**src/rtl/mbx_pkg.sv**
```systemverilog
package mbx_pkg;
    localparam int STAT_W      = 6;
    localparam int ST_MODE_LSB = 0;
    localparam int ST_RX_LIVE  = 2;
    localparam int ST_TX_LIVE  = 3;
    localparam int ST_RX_LAT   = 4;
    localparam int ST_TX_LAT   = 5;

    typedef enum logic [1:0] {
        MODE_NONBLOCK = 2'b00,
        MODE_RSVD1    = 2'b01,
        MODE_RSVD2    = 2'b10,
        MODE_RSVD3    = 2'b11
    } xfer_mode_e;

    typedef struct packed {
        logic live;
        logic seen;
    } flag_pair_t;
endpackage

```
**src/rtl/mbx_rx_path.sv**
```systemverilog
module mbx_rx_path
    import mbx_pkg::*;
#(
    parameter int DATA_W = 32
) (
    input  logic              clk,
    input  logic              rst_n,
    input  logic              dbg_wr,
    input  logic [DATA_W-1:0] dbg_wdata,
    input  logic              dbg_stat_rd,
    input  logic              core_rd,
    output logic [DATA_W-1:0] core_rdata,
    output logic              core_rd_ok,
    output logic              full,
    output logic              full_l
);
    typedef struct packed {
        logic [DATA_W-1:0] data;
        flag_pair_t        flg;
    } rx_state_t;

    rx_state_t st_d, st_q;
    logic      live_after_core;
    logic      wr_take;

    always_comb begin
        st_d            = st_q;
        // Core access on the live flag comes first.
        live_after_core = st_q.flg.live & ~core_rd;
        st_d.flg.live   = live_after_core;
        // Debugger write is admitted by the latched flag only.
        wr_take         = dbg_wr & ~st_q.flg.seen;
        if (wr_take) begin
            st_d.data     = dbg_wdata;
            st_d.flg.live = 1'b1;
            st_d.flg.seen = 1'b1;
        end else if (dbg_stat_rd) begin
            st_d.flg.seen = live_after_core;
        end
    end

    always_ff @(posedge clk) begin
        if (!rst_n) st_q <= '0;
        else        st_q <= st_d;
    end

    assign core_rdata = st_q.data;
    assign core_rd_ok = core_rd & st_q.flg.live;
    assign full       = st_q.flg.live;
    assign full_l     = st_q.flg.seen;


    rx_reject_hold_chk: assert property (@(posedge clk) disable iff (!rst_n)
        (dbg_wr && full_l) |=> $stable(core_rdata));

    rx_accept_sets_chk: assert property (@(posedge clk) disable iff (!rst_n)
        (dbg_wr && !full_l) |=> (full && full_l));

    rx_core_drain_chk: assert property (@(posedge clk) disable iff (!rst_n)
        (core_rd && full && !dbg_stat_rd) |=> (!full && full_l));

    rx_empty_read_chk: assert property (@(posedge clk) disable iff (!rst_n)
        (core_rd && !full) |-> !core_rd_ok);
endmodule

```
**src/rtl/mbx_tx_path.sv**
```systemverilog
module mbx_tx_path
    import mbx_pkg::*;
#(
    parameter int DATA_W = 32
) (
    input  logic              clk,
    input  logic              rst_n,
    input  logic              dbg_rd,
    input  logic              dbg_stat_rd,
    output logic [DATA_W-1:0] dbg_rdata,
    output logic              dbg_rd_ok,
    input  logic              core_wr,
    input  logic [DATA_W-1:0] core_wdata,
    output logic              core_wr_ok,
    output logic              full,
    output logic              full_l
);
    typedef struct packed {
        logic [DATA_W-1:0] data;
        flag_pair_t        flg;
    } tx_state_t;

    tx_state_t st_d, st_q;
    logic      live_after_core;
    logic      wr_take;
    logic      rd_take;

    always_comb begin
        st_d            = st_q;
        // Core write is admitted by the live flag and applied first.
        wr_take         = core_wr & ~st_q.flg.live;
        live_after_core = st_q.flg.live | wr_take;
        if (wr_take) st_d.data = core_wdata;
        st_d.flg.live   = live_after_core;
        // Debugger read is admitted by the latched flag only.
        rd_take         = dbg_rd & st_q.flg.seen;
        if (rd_take) begin
            st_d.flg.live = 1'b0;
            st_d.flg.seen = 1'b0;
        end else if (dbg_stat_rd) begin
            st_d.flg.seen = live_after_core;
        end
    end

    always_ff @(posedge clk) begin
        if (!rst_n) st_q <= '0;
        else        st_q <= st_d;
    end

    assign dbg_rdata  = st_q.data;
    assign dbg_rd_ok  = rd_take;
    assign core_wr_ok = wr_take;
    assign full       = st_q.flg.live;
    assign full_l     = st_q.flg.seen;


    tx_accept_clears_chk: assert property (@(posedge clk) disable iff (!rst_n)
        (dbg_rd && full_l) |=> (!full && !full_l));

    tx_reject_keeps_chk: assert property (@(posedge clk) disable iff (!rst_n)
        (dbg_rd && !full_l && !dbg_stat_rd) |=> !full_l);

    tx_drop_full_chk: assert property (@(posedge clk) disable iff (!rst_n)
        (core_wr && full) |=> $stable(dbg_rdata));

    tx_core_fill_chk: assert property (@(posedge clk) disable iff (!rst_n)
        (core_wr && !full && !dbg_rd && !dbg_stat_rd) |=> (full && $stable(full_l)));
endmodule

```
**src/rtl/dbg_xfer_mailbox.sv**
```systemverilog
module dbg_xfer_mailbox
    import mbx_pkg::*;
#(
    parameter int DATA_W = 32
) (
    input  logic              clk,
    input  logic              rst_n,
    input  logic              dbg_rx_wr,
    input  logic [DATA_W-1:0] dbg_rx_wdata,
    input  logic              dbg_tx_rd,
    output logic [DATA_W-1:0] dbg_tx_rdata,
    output logic              dbg_tx_rd_ok,
    input  logic              dbg_stat_rd,
    output logic [5:0]        dbg_status,
    input  logic              core_rx_rd,
    output logic [DATA_W-1:0] core_rx_rdata,
    output logic              core_rx_rd_ok,
    input  logic              core_tx_wr,
    input  logic [DATA_W-1:0] core_tx_wdata,
    output logic              core_tx_wr_ok
);
    logic rx_full, rx_full_l, tx_full, tx_full_l;
    logic [STAT_W-1:0] stat_w;

    mbx_rx_path #(.DATA_W(DATA_W)) u_rx (
        .clk         (clk),
        .rst_n       (rst_n),
        .dbg_wr      (dbg_rx_wr),
        .dbg_wdata   (dbg_rx_wdata),
        .dbg_stat_rd (dbg_stat_rd),
        .core_rd     (core_rx_rd),
        .core_rdata  (core_rx_rdata),
        .core_rd_ok  (core_rx_rd_ok),
        .full        (rx_full),
        .full_l      (rx_full_l)
    );

    mbx_tx_path #(.DATA_W(DATA_W)) u_tx (
        .clk         (clk),
        .rst_n       (rst_n),
        .dbg_rd      (dbg_tx_rd),
        .dbg_stat_rd (dbg_stat_rd),
        .dbg_rdata   (dbg_tx_rdata),
        .dbg_rd_ok   (dbg_tx_rd_ok),
        .core_wr     (core_tx_wr),
        .core_wdata  (core_tx_wdata),
        .core_wr_ok  (core_tx_wr_ok),
        .full        (tx_full),
        .full_l      (tx_full_l)
    );

    always_comb begin
        stat_w                              = '0;
        stat_w[ST_MODE_LSB+1:ST_MODE_LSB]   = MODE_NONBLOCK;
        stat_w[ST_RX_LIVE]                  = rx_full;
        stat_w[ST_TX_LIVE]                  = tx_full;
        stat_w[ST_RX_LAT]                   = rx_full_l;
        stat_w[ST_TX_LAT]                   = tx_full_l;
    end

    assign dbg_status = stat_w;


    stat_rx_refresh_chk: assert property (@(posedge clk) disable iff (!rst_n)
        (dbg_stat_rd && !dbg_rx_wr) |=> (rx_full_l == $past(rx_full && !core_rx_rd)));

    stat_tx_refresh_chk: assert property (@(posedge clk) disable iff (!rst_n)
        (dbg_stat_rd && !dbg_tx_rd) |=> (tx_full_l == $past(tx_full || core_tx_wr)));

    stat_mode_chk: assert property (@(posedge clk) disable iff (!rst_n)
        dbg_status[1:0] == 2'b00);
endmodule

```
**config.mk**
```make
export PLATFORM = sky130hd
export DESIGN_NAME = dbg_xfer_mailbox
export DESIGN_NICKNAME = d
export VERILOG_FILES = /design/src/rtl/mbx_pkg.sv /design/src/rtl/mbx_rx_path.sv /design/src/rtl/mbx_tx_path.sv /design/src/rtl/dbg_xfer_mailbox.sv
export SDC_FILE = /design/constraint.sdc
export NUM_CORES = 1
export LEC_CHECK = 0
export ABC_AREA = 1
export ABC_CLOCK_PERIOD_IN_PS = 2600
export BUFFER_PORTS_ARGS = -buffer_cell sky130_fd_sc_hd__buf_2
export CAP_MARGIN = 0
export CELL_PAD_IN_SITES_DETAIL_PLACEMENT = 1
export CELL_PAD_IN_SITES_GLOBAL_PLACEMENT = 1
export CORE_ASPECT_RATIO = 1.5
export CORE_MARGIN = 1
export CORE_UTILIZATION = 31
export DETAILED_ROUTE_END_ITERATION = 10
export PLACE_DENSITY_LB_ADDON = 0.1
export REMOVE_ABC_BUFFERS = 1
export SYNTH_ARGS = -nofsm -noshare
export SYNTH_HDL_FRONTEND = slang
export SYNTH_SLANG_ARGS = --single-unit
```
**constraint.sdc**
```tcl
create_clock -name clk -period 2.6 [get_ports clk]
set_input_delay 0.13 -clock clk [delete_from_list [all_inputs] [get_ports clk]]
set_output_delay 0.13 -clock clk [all_outputs]
set_load 0.02 [all_outputs]
```
== Word level (Yosys, flattened, before mapping) ==
Cells that the tools add are included.

* Muxes and demuxes: 3
* Bitwise operators: 10
* Reduce and logical (&&, ||, !) cells: 2

{| class="wikitable"
|+ Operator list
! operator !! number
|-
| bitwise AND 1 bit || 5
|-
| inverter 1 bit || 4
|-
| 2-to-1 mux 1 bit || 3
|-
| nonzero test 2 bit || 1
|-
| OR reduction 2 bit || 1
|-
| bitwise OR 1 bit || 1
|}

* Register bits: 68
* Input port bits: 71
* Output and inout bits: 73
* Logic and storage cells: 21

== Logic depth before layout (Yosys ltp) ==
* Depth in word-level cells: 4
* Depth in mapped cells: 6

== Cells and area by module ==
A second synthesis with hierarchy kept.

* Cells, all modules: 382
* Area, all modules: 2,851.5 sq um

{| class="wikitable"
|+ Modules (own cells, without submodules)
! module !! times used !! cells an instance !! area each (sq um)
|-
| mbx_tx_path || 1 || 221 || 1,545.2
|-
| mbx_rx_path || 1 || 154 || 1,257.5
|-
| dbg_xfer_mailbox || 1 || 7 || 48.8
|}

== Least setup slack after synthesis ==
Ideal clock, no wire load.

* Kind: register -> register
* Start point: register u_tx.st_q (netlist bit u_tx.full)
* End point: register u_tx.st_q (netlist bit u_tx.dbg_rdata[22])
* Arrival time: 0.788 ns
* Data required time: 2.484 ns
* Setup slack: 1.696 ns
* Stages on the path, launching flop included: 7
* Path buffers: 1
* Period minus slack after synthesis: 0.904 ns
* Cells stage by stage: dfxtp_1 > inv_1 > nand2_4 > inv_4 > buf_6 > nor2_1 > nor2_1

* Cells in the longest elaborated chain, start to end: 2

{| class="wikitable"
|+ RTL lines
! element !! line !! text
|-
| start: declaration || mbx_tx_path.sv:23 || <nowiki>tx_state_t st_d, st_q;</nowiki>
|-
| start signal: assignment || mbx_tx_path.sv:47 || <nowiki>else st_q <= st_d;</nowiki>
|-
| inverter 1 bit || mbx_tx_path.sv:31 || <nowiki>wr_take = core_wr & ~st_q.flg.live;</nowiki>
|-
| bitwise AND 1 bit || mbx_tx_path.sv:31 ||
|-
| via core_tx_wr_ok || dbg_xfer_mailbox.sv:20 || <nowiki>output logic core_tx_wr_ok</nowiki>
|}

The timed path passes the listed nets, and every way through them passes these cells.
A chain may end at the register's enable or synchronous reset.

== Final worst setup path ==
* Start point: register u_tx.st_q (netlist bit u_tx.full)
* End point: output port core_tx_wr_ok

* Cells in the longest elaborated chain, start to end: 2

{| class="wikitable"
|+ RTL lines
! element !! line
|-
| inverter 1 bit || mbx_tx_path.sv:31
|-
| bitwise AND 1 bit || mbx_tx_path.sv:31
|-
| end: declaration || dbg_xfer_mailbox.sv:20
|}

Every way passes these cells.

==> flow_summary.json <==
{
  "row_count": 39,
  "port_buffers": 141,
  "min-delay-path-class": "primary input to flip-flop",
  "synthXorXnorAreaFrac": 0,
  "worstPathMaxFanout": 33,
  "p_per_area_nw_per_um2": 796,
  "tightestPinTransition_ns": 0.972,
  "critical_path_required_ns": 2.47,
  "status": "finished, final reports clean",
  "path_buf_inv": 3,
  "tns_ns": 0,
  "cts_tree": "yes",
  "drt_wl_total_um": 6510,
  "yosysSeqAreaShare": 0.555,
  "muxShareOfSynthArea": 0,
  "num-fill-cells": 1006,
  "cts_buffers": 9,
  "die_h_um": 111,
  "crit_arrival_ns": 1.55,
  "max-clock-path-buffers": 2,
  "min_from": "core_tx_wdata[18]",
  "crit_slowest_cell": "inv_4",
  "pre_cts_ws_ns": 1.23,
  "grt_start_max_net_pins": 67,
  "dieArea_sq_um": 8270,
  "drtIter0Drc": 90,
  "yosys.area_share.simple": 0.224,
  "setup_viol": 0,
  "core_sq_um": 7660,
  "multi_input_area_sq_um": 891,
  "wl_per_cell_um": 11.9,
  "grt_pass1_wl_um": 10500,
  "drv_cap": 0,
  "min_period_over_period": 0.645,
  "end_kind": "output port",
  "synth.top_cell.area_share": 0.555,
  "synth_fa_ha_area_frac": 0,
  "regToRegStartpoint": "u_rx.full_l",
  "synth_largest_area_cell": "dfxtp_1",
  "seq_area_sq_um": 1360,
  "skew_ns": 0.00405,
  "grt_remaining_overflow": 0,
  "cp_top_family": "buffers and inverters",
  "layout_commonest_cell": "buf_2",
  "dieWidth_um": 74.6,
  "crit_chain": "inv_1, nand2_4, inv_4, buf_2",
  "nets": 511,
  "synth_top_family_by_area": "simple AND/OR/NAND/NOR gates",
  "grt_antenna_before_repair": 0,
  "finalMaxSlewViolations": 0,
  "antenna-diode-count": 0,
  "insertion_delay_ns": 0.32,
  "area_growth_pct": 38.1,
  "finalHoldViolCount": 0,
  "synth.distinct_cells": 16,
  "synth.avg_cell_area_sq_um": 7.86,
  "setup_ws_ns": 0.924,
  "htree_num_levels": 3,
  "clk_pin_slew_ns": 0.05,
  "grt_pass1_vias": 2453,
  "cts-root-buf": "clkbuf_16",
  "ios": 144,
  "yosys-top-cells-area": "dfxtp_1 (56%), nor2_1 (20%), o21ai_0 (12%)",
  "relSlewSlack": 0.352,
  "crit_path_max_incr_delay_ns": 0.35,
  "dr.pass1.iters": 4,
  "grtUsageTotal": 0.167,
  "postRouteAntennaNets": 0,
  "cts_setup_buffers": 0,
  "postCtsHoldBufs": 0,
  "drive_gt1_frac": 0.355,
  "p_leak_nw": 1.74,
  "criticalPathCategory": "flip-flop to output port",
  "clkSinkCount": 68,
  "dp_hpwl_um": 4520,
  "layout_common_cells": "buf_2 (141), nor2_1 (133), dfxtp_1 (68)",
  "fin_crit_ns": 1.68,
  "drt-vias-per-instance": 4.47,
  "cp-startpoint": "u_tx.full",
  "clock.fmax_ghz": 0.597,
  "yosys_warnings": 0,
  "synth_compound_gate_area_share": 0.137,
  "max-vdd-ir-drop_v": 0.000389,
  "drc": 0,
  "cp-start-kind": "flip-flop",
  "synthCells": 312,
  "synth.ff_latch_count": 68,
  "ctsResizeCount": 0,
  "vias": 2447,
  "start_util": 0.320,
  "rsz0062_at_grt": "false",
  "netlist_area_sq_um": 2450,
  "place_congestion": 0.669
}
-- flip-flops by register name, indices dropped and copies added (netlist names) --
name	flops
u_rx.core_rdata	32
u_tx.dbg_rdata	32
u_tx.full_l	1
u_rx.full_l	1
u_tx.full	1
u_rx.full	1
-- worst register-to-register path, stage by stage, from the launching register on --
cell,delay (ns)
dfxtp_1,0.32
inv_2,0.07
nand2_4,0.18
inv_2,0.47
nor2_1,0.08
nor2_1,0.13
-- per-layer routing --
metal,up-vias,track usage,wire length [um]
met5,-,0,0
met4,0,0.0981,176
met3,12,0.0518,547
met2,94,0.289,3250
met1,1111,0.166,2530
li1,1230,-,-
-- power by group --
part	switching (mW)	total [mW]	internal, mW
combinational	0.285	0.441	0.156
sequential	0.0413	1.17	1.13
clock	0.411	1.08	0.669
total	0.738	2.69	1.96
-- final timing paths --
path	end	slack [ns]	cells after the start
max reg2reg	u_rx.core_rdata[16]	1.28	5
max	core_tx_wr_ok	0.92	4
min	u_tx.dbg_rdata[18]	0.04	3
min reg2reg	u_tx.dbg_rdata[11]	0.47	2
-- cells in the mapped netlist --
library cell and n:
dfxtp_1 68, buf_2 9, nand2_1 7, inv_2 2, o21ai_0 59, clkbuf_1 2, o21ai_1 6, a21oi_1 2
nor2_1 133, buf_6 3, inv_4 1, conb_1 1, nand2_4 2, buf_4 10, clkbuf_2 1, inv_1 6
-- metrics by stage --
| step | hold slack (ns) | utilization | power (mW) | instance area (sq um) | std cells |
|---|---|---|---|---|---|
| after floorplan | 0.262 | - | 1.45 | 2290 | 288 |
| after global routing | 0.0555 | 0.442 | 2.85 | 3390 | 547 |
| after detailed placement | 0.381 | 0.407 | 1.65 | 3120 | 531 |
| final | 0.0435 | 0.442 | 2.69 | 3390 | 547 |
| after CTS | 0.0329 | 0.442 | 2.75 | 3390 | 547 |
| after global placement | 0.366 | 0.407 | 1.64 | 3120 | 531 |
-- cell families after synthesis --
kind of cell / after synthesis
and+or+nand+nor: 142
DFF: 68
AOI/OAI and AO/OA: 67
buffers and inverters: 34
other: 1
-- layout make-up --
| type | instances | share of cell area |
|---|---|---|
| multi-input combinational | 211 | 0.263 |
| clock inverter | 2 | 0.00296 |
| clock buffer | 14 | 0.0750 |
| sequential | 68 | 0.402 |
| tap | 102 | 0.0377 |
| timing repair buffer | 141 | 0.208 |
| inverter | 9 | 0.0107 |
Note: power is estimated with default switching activity, not from simulation.
